## config.mk

```make
export PLATFORM = sky130hd
export DESIGN_NAME = dinit_cmd_seq
export DESIGN_NICKNAME = d
export VERILOG_FILES = /design/src/rtl/dinit_pkg.sv /design/src/rtl/dinit_steps.sv /design/src/rtl/dinit_gap_timer.sv /design/src/rtl/dinit_fsm.sv /design/src/rtl/dinit_cmd_seq.sv
export SDC_FILE = /design/constraint.sdc
export NUM_CORES = 1
export LEC_CHECK = 0
export ABC_AREA = 1
export ABC_CLOCK_PERIOD_IN_PS = 1500
export BUFFER_PORTS_ARGS = -buffer_cell sky130_fd_sc_hd__buf_2
export CAP_MARGIN = 20
export CORE_ASPECT_RATIO = 1.4
export CORE_MARGIN = 1.5
export CORE_UTILIZATION = 42
export CTS_BUF_LIST = sky130_fd_sc_hd__clkbuf_4 sky130_fd_sc_hd__clkbuf_8
export DETAILED_ROUTE_END_ITERATION = 10
export PLACE_DENSITY = 0.81
export SYNTH_ARGS = -nofsm -noshare
export SYNTH_HDL_FRONTEND = slang
export SYNTH_SLANG_ARGS = --single-unit
```

## constraint.sdc

```tcl
create_clock -name clk -period 1.5 [get_ports clk]
set_input_delay 0 -clock clk [delete_from_list [all_inputs] [get_ports clk]]
set_output_delay 0 -clock clk [all_outputs]
set_load 0.1 [all_outputs]
```

## src/rtl/dinit_pkg.sv

```systemverilog
package dinit_pkg;

  // Command word layout (fixed by the controller that decodes it)
  localparam int WORD_W    = 32;
  localparam int GO_BIT    = 31;
  localparam int RANK_LSB  = 20;
  localparam int RANK_W    = 11;
  localparam int BANK_LSB  = 17;
  localparam int BANK_W    = 3;
  localparam int ADDR_LSB  = 4;
  localparam int ADDR_W    = 13;
  localparam int OP_W      = 4;
  localparam int DLL_RST_BIT = 8;
  localparam logic [RANK_W-1:0] ALL_RANKS = RANK_W'(3);

  localparam int N_STEPS = 7;
  localparam int STEP_W  = $clog2(N_STEPS);

  typedef enum logic [OP_W-1:0] {
    OP_DESEL = 4'd0,
    OP_PREA  = 4'd1,
    OP_REF   = 4'd2,
    OP_MRS   = 4'd3,
    OP_ZQS   = 4'd4,
    OP_ZQL   = 4'd5,
    OP_RSTL  = 4'd6,
    OP_MRR   = 4'd8
  } dcmd_e;

  typedef enum logic [2:0] {
    S_IDLE, S_PWR, S_ISSUE, S_WAIT, S_GAP, S_DONE
  } seq_st_e;

  typedef struct packed {
    dcmd_e             op;
    logic [BANK_W-1:0] bank;
    logic [1:0]        mr_sel;
    logic              use_mr;
    logic              dll_rst;
  } step_t;

  // Ordered init program
  function automatic step_t step_of(int i);
    step_t s;
    s = '{op: OP_DESEL, bank: '0, mr_sel: 2'd0, use_mr: 1'b0, dll_rst: 1'b0};
    case (i)
      1: s.op = OP_PREA;
      2: begin s.op = OP_MRS; s.bank = 3'd2; s.mr_sel = 2'd2; s.use_mr = 1'b1; end
      3: begin s.op = OP_MRS; s.bank = 3'd3; s.mr_sel = 2'd3; s.use_mr = 1'b1; end
      4: begin s.op = OP_MRS; s.bank = 3'd1; s.mr_sel = 2'd1; s.use_mr = 1'b1; end
      5: begin s.op = OP_MRS; s.bank = 3'd0; s.mr_sel = 2'd0; s.use_mr = 1'b1;
               s.dll_rst = 1'b1; end
      6: s.op = OP_ZQL;
      default: ;
    endcase
    return s;
  endfunction

  // Step after which a settle interval is inserted
  function automatic logic gap_after(logic [STEP_W-1:0] i);
    return i == STEP_W'(0);
  endfunction

  function automatic logic [WORD_W-1:0] pack_cmd(logic [RANK_W-1:0] rank,
                                                 logic [BANK_W-1:0] bank,
                                                 logic [ADDR_W-1:0] addr,
                                                 dcmd_e op);
    logic [WORD_W-1:0] w;
    w = '0;
    w[GO_BIT]                = 1'b1;
    w[RANK_LSB +: RANK_W]    = rank;
    w[BANK_LSB +: BANK_W]    = bank;
    w[ADDR_LSB +: ADDR_W]    = addr;
    w[OP_W-1:0]              = op;
    return w;
  endfunction

endpackage

```

## src/rtl/dinit_steps.sv

```systemverilog
module dinit_steps
  import dinit_pkg::*;
#(
  parameter int MR_IN_W = 16
) (
  input  logic [MR_IN_W-1:0] mr0,
  input  logic [MR_IN_W-1:0] mr1,
  input  logic [MR_IN_W-1:0] mr2,
  input  logic [MR_IN_W-1:0] mr3,
  input  logic [STEP_W-1:0]  idx,
  output logic [WORD_W-1:0]  word
);

  logic [ADDR_W-1:0] mr_lo [4];
  logic [WORD_W-1:0] words [N_STEPS];

  assign mr_lo[0] = ADDR_W'(mr0);
  assign mr_lo[1] = ADDR_W'(mr1);
  assign mr_lo[2] = ADDR_W'(mr2);
  assign mr_lo[3] = ADDR_W'(mr3);

  for (genvar s = 0; s < N_STEPS; s++) begin : g_step
    localparam step_t ST = step_of(s);
    logic [ADDR_W-1:0] addr_s;
    always_comb begin
      addr_s = '0;
      if (ST.use_mr) addr_s = mr_lo[ST.mr_sel];
      if (ST.dll_rst) addr_s[DLL_RST_BIT] = 1'b1;
    end
    assign words[s] = pack_cmd(ALL_RANKS, ST.bank, addr_s, ST.op);
  end

  always_comb begin
    word = '0;
    for (int i = 0; i < N_STEPS; i++)
      if (idx == STEP_W'(i)) word = words[i];
  end

endmodule

```

## src/rtl/dinit_gap_timer.sv

```systemverilog
module dinit_gap_timer #(
  parameter int GAP_CYCLES = 50
) (
  input  logic clk,
  input  logic rst_n,
  input  logic run,
  output logic expired
);

  localparam int CW = $clog2(GAP_CYCLES + 1);
  localparam logic [CW-1:0] LAST = CW'(GAP_CYCLES - 1);

  logic [CW-1:0] cnt;

  assign expired = run && (cnt == LAST);

  always_ff @(posedge clk) begin
    if (!rst_n)        cnt <= '0;
    else if (!run)     cnt <= '0;
    else if (!expired) cnt <= cnt + 1'b1;
  end


  gap_cnt_bound_chk: assert property (@(posedge clk) disable iff (!rst_n)
    cnt <= LAST);

endmodule

```

## src/rtl/dinit_fsm.sv

```systemverilog
module dinit_fsm
  import dinit_pkg::*;
(
  input  logic              clk,
  input  logic              rst_n,
  input  logic              start,
  input  logic              pu_done,
  input  logic              go_rd,
  input  logic              gap_expired,
  output logic              pu_req,
  output logic              cmd_wr,
  output logic              done,
  output logic              gap_run,
  output logic [STEP_W-1:0] idx
);

  seq_st_e st;
  logic    ev_cmd_clear;
  logic    last_step;

  assign ev_cmd_clear = (st == S_WAIT) && !go_rd;
  assign last_step    = idx == STEP_W'(N_STEPS - 1);

  assign pu_req  = st == S_PWR;
  assign cmd_wr  = st == S_ISSUE;
  assign done    = st == S_DONE;
  assign gap_run = st == S_GAP;

  always_ff @(posedge clk) begin
    if (!rst_n) begin
      st  <= S_IDLE;
      idx <= '0;
    end else begin
      case (st)
        S_IDLE:  if (start) st <= S_PWR;
        S_PWR:   if (pu_done) begin st <= S_ISSUE; idx <= '0; end
        S_ISSUE: st <= S_WAIT;
        S_WAIT:  if (ev_cmd_clear) begin
                   if (last_step)          st <= S_DONE;
                   else if (gap_after(idx)) st <= S_GAP;
                   else begin idx <= idx + 1'b1; st <= S_ISSUE; end
                 end
        S_GAP:   if (gap_expired) begin idx <= idx + 1'b1; st <= S_ISSUE; end
        S_DONE:  if (start) st <= S_PWR;
        default: st <= S_IDLE;
      endcase
    end
  end


  out_excl_chk: assert property (@(posedge clk) disable iff (!rst_n)
    $onehot0({pu_req, cmd_wr, done}));


  pu_hold_chk: assert property (@(posedge clk) disable iff (!rst_n)
    pu_req && !pu_done |=> pu_req);


  wr_pulse_chk: assert property (@(posedge clk) disable iff (!rst_n)
    cmd_wr |=> !cmd_wr);


  wr_when_clear_chk: assert property (@(posedge clk) disable iff (!rst_n)
    cmd_wr |-> !go_rd);


  gap_then_issue_chk: assert property (@(posedge clk) disable iff (!rst_n)
    gap_run && gap_expired |=> cmd_wr);


  done_hold_chk: assert property (@(posedge clk) disable iff (!rst_n)
    done && !start |=> done);


  run_ignores_start_chk: assert property (@(posedge clk) disable iff (!rst_n)
    (st inside {S_ISSUE, S_WAIT, S_GAP}) |=> !pu_req);

endmodule

```

## src/rtl/dinit_cmd_seq.sv

```systemverilog
module dinit_cmd_seq
  import dinit_pkg::*;
#(
  parameter int MR_IN_W    = 16,
  parameter int GAP_CYCLES = 50
) (
  input  logic               clk,
  input  logic               rst_n,
  input  logic               start,
  input  logic               pu_done,
  input  logic [MR_IN_W-1:0] mr0,
  input  logic [MR_IN_W-1:0] mr1,
  input  logic [MR_IN_W-1:0] mr2,
  input  logic [MR_IN_W-1:0] mr3,
  input  logic               cmd_go_rd,
  output logic               pu_req,
  output logic               cmd_wr,
  output logic [WORD_W-1:0]  cmd_word,
  output logic               done
);

  logic              gap_run;
  logic              gap_expired;
  logic [STEP_W-1:0] idx;

  dinit_fsm u_fsm (
    .clk         (clk),
    .rst_n       (rst_n),
    .start       (start),
    .pu_done     (pu_done),
    .go_rd       (cmd_go_rd),
    .gap_expired (gap_expired),
    .pu_req      (pu_req),
    .cmd_wr      (cmd_wr),
    .done        (done),
    .gap_run     (gap_run),
    .idx         (idx)
  );

  dinit_gap_timer #(.GAP_CYCLES(GAP_CYCLES)) u_gap (
    .clk     (clk),
    .rst_n   (rst_n),
    .run     (gap_run),
    .expired (gap_expired)
  );

  dinit_steps #(.MR_IN_W(MR_IN_W)) u_steps (
    .mr0  (mr0),
    .mr1  (mr1),
    .mr2  (mr2),
    .mr3  (mr3),
    .idx  (idx),
    .word (cmd_word)
  );


  go_rank_chk: assert property (@(posedge clk) disable iff (!rst_n)
    cmd_wr |-> cmd_word[GO_BIT] && (cmd_word[RANK_LSB +: RANK_W] == ALL_RANKS));

endmodule

```

Word-level counts from Yosys, hierarchy flattened. Cells that the tools add are included. Widths: inputs -> output; s select.

Output and inout port bits: 35. Bits of input ports: 69. Register bits after elaboration: 12.

Add/subtract/negate cells: 2. Reductions and logical operators: 10. Mux-type cells: 20. Eq/ne operators: 18.

Operator list (number): $mux 32 (7); $mux 3 (11); $eq 3x3->1 const B (5); $pmux 3 s5 (1); $eq 3x2->1 const B (4); $pmux 3 s3 (1); $ne 2x2->1 const B (4); $add 6x1->6 const B (1); $eq 3x1->1 const B (2); $eq 6x6->1 const B (1); $logic_not 3->1 (2); $reduce_and 6->1 (1); $ne 2x1->1 const B (2); $reduce_and 4->1 (1); $add 3x1->3 const B (1); $reduce_bool 3->1 (1); $logic_and 1x1->1 (2); $reduce_and 2->1 (1); $reduce_or 2->1 (1); $logic_not 1->1 (1).

Depth between registers and ports, before layout.
Depth after elaboration: 8. Depth in mapped cells: 10.

Hierarchy. A second synthesis with hierarchy kept.

Cells, all modules: 317. Area, all modules: 1762.9 sq um.

Modules (own cells, without submodules): dinit_steps (area an instance 887.1 sq um, instances 1, cells each 179); dinit_fsm (area an instance 543.0 sq um, instances 1, cells each 90); dinit_gap_timer (area an instance 332.8 sq um, instances 1, cells each 48).

Worst setup path after synthesis. Ideal clock, no wire load.

Path type: register to output. From: register u_fsm.idx[0]. To: output cmd_word[18]. Slack: -1605 ps. Cell stages (with the launch flop): 7. Data arrival time: 3105 ps. Data required time: 1500 ps. Cells stage by stage: dfxtp_1 -> inv_1 -> ha_1 -> nand2_2 -> inv_1 -> buf_2 -> nor3_1.

Longest elaborated chain between the ends: 7.

RTL lines: start, declared (RTL line dinit_fsm.sv:14) `output logic [STEP_W-1:0] idx`; start signal, assigned (RTL line dinit_fsm.sv:32) `idx <= '0;`; start signal, assigned (RTL line dinit_fsm.sv:36) `S_PWR: if (pu_done) begin st <= S_ISSUE; idx <= '0; end`; start signal, assigned (RTL line dinit_fsm.sv:41) `else begin idx <= idx + 1'b1; st <= S_ISSUE; end`; $eq 3x1->1 (RTL line dinit_steps.sv:36) `if (idx == STEP_W'(i)) word = words[i];`; $mux 32 (5 in a row) (RTL line dinit_steps.sv:36); $mux 32 (*) (RTL line dinit_steps.sv:36); end, declared (RTL line dinit_cmd_seq.sv:18) `output logic [WORD_W-1:0] cmd_word,`.

Every way passes the cells marked *; elsewhere a longest branch is shown, timed or not.

Worst setup path after layout.
From: register u_fsm.idx[1]. To: output cmd_word[8].

Same word-level chain as after synthesis.

==> flow_metrics.env <==
export IMPL_synth_simple_area_share_pct=38.0
export IMPL_antenna_found_initial=0
export IMPL_crit_chain="buf_6, ha_4, inv_2, nor2_4, buf_6, nand2_2, nand2_2, o211ai_1, a31oi_4, buf_12"
export IMPL_tns_ns=-10.62
export IMPL_synthArstFlopShare_pct=0
export IMPL_n_fill_cell=70
export IMPL_yosysSeqAreaShare_pct=17.4
export IMPL_required_ns=1.50
export IMPL_fin_crit_sh_pct=132
export IMPL_start_util_pct=44.3
export IMPL_area_growth_pct=118
export IMPL_synth_common_cells="nand2_1, nor2_1, inv_1"
export IMPL_critPathCaptureType="output port"
export IMPL_ctsLongestPathBuffers=2
export IMPL_cts_sinks=12
export IMPL_die_x_um=51.5
export IMPL_cts_made_buffers=3
export IMPL_core_area_sq_mm=0.00312
export IMPL_rsz0062_at_grt="yes"
export IMPL_power_leakage_nw=1.44
export IMPL_cts_htree_levels=1
export IMPL_worst_pin_slew_ns=0.615
export IMPL_viasPerCell=6.44
export IMPL_synth_top_family_by_area="simple AND/OR/NAND/NOR gates"
export IMPL_hold_viol=0
export IMPL_grt_pass1_vias=2233
export IMPL_path_class="flop to output port"
export IMPL_drive_gt1_share_pct=55.6
export IMPL_synth_largest_area_cell="nand2_1"
export IMPL_muxShareOfSynthArea_pct=0
export IMPL_synth_avg_cell_area_sq_um=5.77
export IMPL_violations="negative setup slack"
export IMPL_drt_initial_drc_count=286
export IMPL_slew_viol_final=0
export IMPL_slew_headroom_pct=58.6
export IMPL_fin_cells=390
export IMPL_placed_cells=372
export IMPL_hp_start="rst_n"
export IMPL_total_power_mw=5.91
export IMPL_status="finished, violations left"
export IMPL_gp_congestion=0.822
export IMPL_cp_max_fo=4
export IMPL_port_buffers=79
export IMPL_nets=428
export IMPL_synth_area_leaders="nand2_1, dfxtp_1, buf_4, o21ai_0, ha_1"
export IMPL_ys_warn_count=0
export IMPL_wl_per_cell_um=24.6
export IMPL_antenna_cells=0
export IMPL_finalWorstSetupSlack_ns=-0.484
export IMPL_yosysMostFrequentCell="nand2_1"
export IMPL_setup_viol=30
export IMPL_first_pass_iters=5
export IMPL_io_pins=104
export IMPL_timing_fmax_mhz=504
export IMPL_synth_top_cell_area_share_pct=20.9
export IMPL_period_needed_ns=1.98
export IMPL_clkTransAtPathRegs_ns=0.05
export IMPL_synth_area_sq_mm=0.00138
export IMPL_clock_latency_ns=0.25
export IMPL_postRouteAntennaNets=0
export IMPL_grt_max_degree=14
export IMPL_vias=2513
export IMPL_drcViolationCount=0
export IMPL_max_stage_delay_ns=0.38
export IMPL_cts_root_buf="clkbuf_8"
export IMPL_die_h_um=70.9
export IMPL_rows=24
export IMPL_synth_compound_area_share_pct=21.2
export IMPL_cts_tree="built"
export IMPL_grt_first_pass_wirelength_mm=10.4
export IMPL_holdCritPathClass="input pin to flop"
export IMPL_multi_input_area_sq_mm=0.00141
export IMPL_skew_ns=0.00200
export IMPL_overflow=0
export IMPL_cp_arrival_ns=1.98
export IMPL_synth_edf_count=0
export IMPL_synthXorXnorAreaFrac_pct=0.633
export IMPL_worst_path_max_delay_cell="dfxtp_4"
export IMPL_die_area_sq_mm=0.00365
export IMPL_r2r_start="u_fsm.idx[1]"
export IMPL_routed_wl_mm=9.58
export IMPL_dp_hpwl_mm=4.18
export IMPL_register_area_sq_um=250
export IMPL_ys_ff_latch=12
export IMPL_grt_use_total_pct=38.0
export IMPL_synth_distinct_cells=26
export IMPL_peakVddDrop_mv=1.98
export IMPL_start_kind="flop"
export IMPL_netlist_instances=240
export IMPL_max_cap_violations=0
export IMPL_synthAdderAreaFrac_pct=6.33
export IMPL_ys_flop_type="dfxtp_1"
export IMPL_cellPowerDensity_mw_per_mm2=1960
export IMPL_critPathLaunch="u_fsm.idx[1]"
routing by layer:
layer / track usage [%] / vias up / share of wire [%]
met4: 28.9 / 0 / 9.3
met2: 68.1 / 257 / 45
met5: 0 / - / 0
li1: - / 1002 / -
met3: 9.92 / 103 / 12
met1: 35.1 / 1151 / 33
worst max-delay path, delay by kind of cell (launching register included):
family	cells	cell delay, ns
buf+inv	4	0.49
fa+ha+maj	1	0.13
compound gates	2	0.49
simple gates	3	0.23
flops	1	0.38
registers in the layout (all words and copies together) (netlist names):
register and flops:
u_gap.cnt 6, u_fsm.st 3, u_fsm.idx 3
area by class of cell:
cell class / count / share of cell area (%)
Multi-Input combinational cell: 194 / 46.6
Tap cell: 39 / 1.62
Sequential cell: 12 / 8.31
Clock buffer: 4 / 1.83
Timing Repair Buffer: 120 / 38.4
Inverter: 21 / 3.24
per-stage QoR:
stage	area, sq um	worst slack [ns]	hold slack, ns	util, %
after floorplan	1760	-0.776	0.113	-
after global placement	2540	-0.0155	0.288	81.3
after detailed placement	2540	-0.0869	0.293	81.3
after CTS	2800	-0.302	0.0301	89.5
after global routing	3010	-0.586	0.0807	96.5
final	3010	-0.484	0.0569	96.5
cell usage in the layout (no fill, tap or decap), types with 3 or more instances in the layout:
| master | Yosys | routed |
|---|---|---|
| a21oi_1 | 8 | 7 |
| a31oi_4 | 0 | 12 |
| buf_12 | 0 | 25 |
| buf_2 | 2 | 58 |
| buf_4 | 15 | 19 |
| buf_6 | 0 | 16 |
| clkbuf_8 | 0 | 4 |
| conb_1 | 1 | 11 |
| dfxtp_1 | 12 | 8 |
| ha_4 | 0 | 4 |
| inv_1 | 20 | 13 |
| inv_2 | 1 | 3 |
| nand2_1 | 77 | 63 |
| nand2_2 | 1 | 8 |
| nand2_4 | 0 | 7 |
| nand3_1 | 16 | 8 |
| nand3_2 | 0 | 8 |
| nor2_1 | 21 | 16 |
| nor2_2 | 1 | 3 |
| nor2_4 | 1 | 4 |
| o211ai_1 | 11 | 11 |
| o21ai_0 | 18 | 5 |
| o21ai_1 | 0 | 7 |
| o21ai_2 | 0 | 5 |
power by group:
group | internal, mW | switching, mW
sequential | 0.386 | 0.113
clock | 0.232 | 0.125
combinational | 1.71 | 3.34
total | 2.33 | 3.58
cell families after synthesis:
family / count (synthesis)
AOI/OAI and AO/OA: 50
DFF: 12
and+or+nand+nor: 125
xor gates and xnor gates: 1
buffers and inverters: 44
other: 1
adders and majority gates: 7
worst paths after layout:
path / to / slack, ns / cells after the start
max reg2reg: u_fsm.st[0] / -0.40 / 14
min: u_fsm.idx[2] / 0.06 / 3
min reg2reg: u_gap.cnt[4] / 0.58 / 2
max: cmd_word[8] / -0.48 / 10
repair_timing:
item / CTS / global route
gates cloned: 1 / 0
endpoints found under the setup margin: 24 / 29
resized for setup: 43 / 49
hold buffers: 0 / 0
buffers inserted: 5 / 9
pin swaps: 11 / 17
No activity file was read; power rests on OpenSTA's default activity.
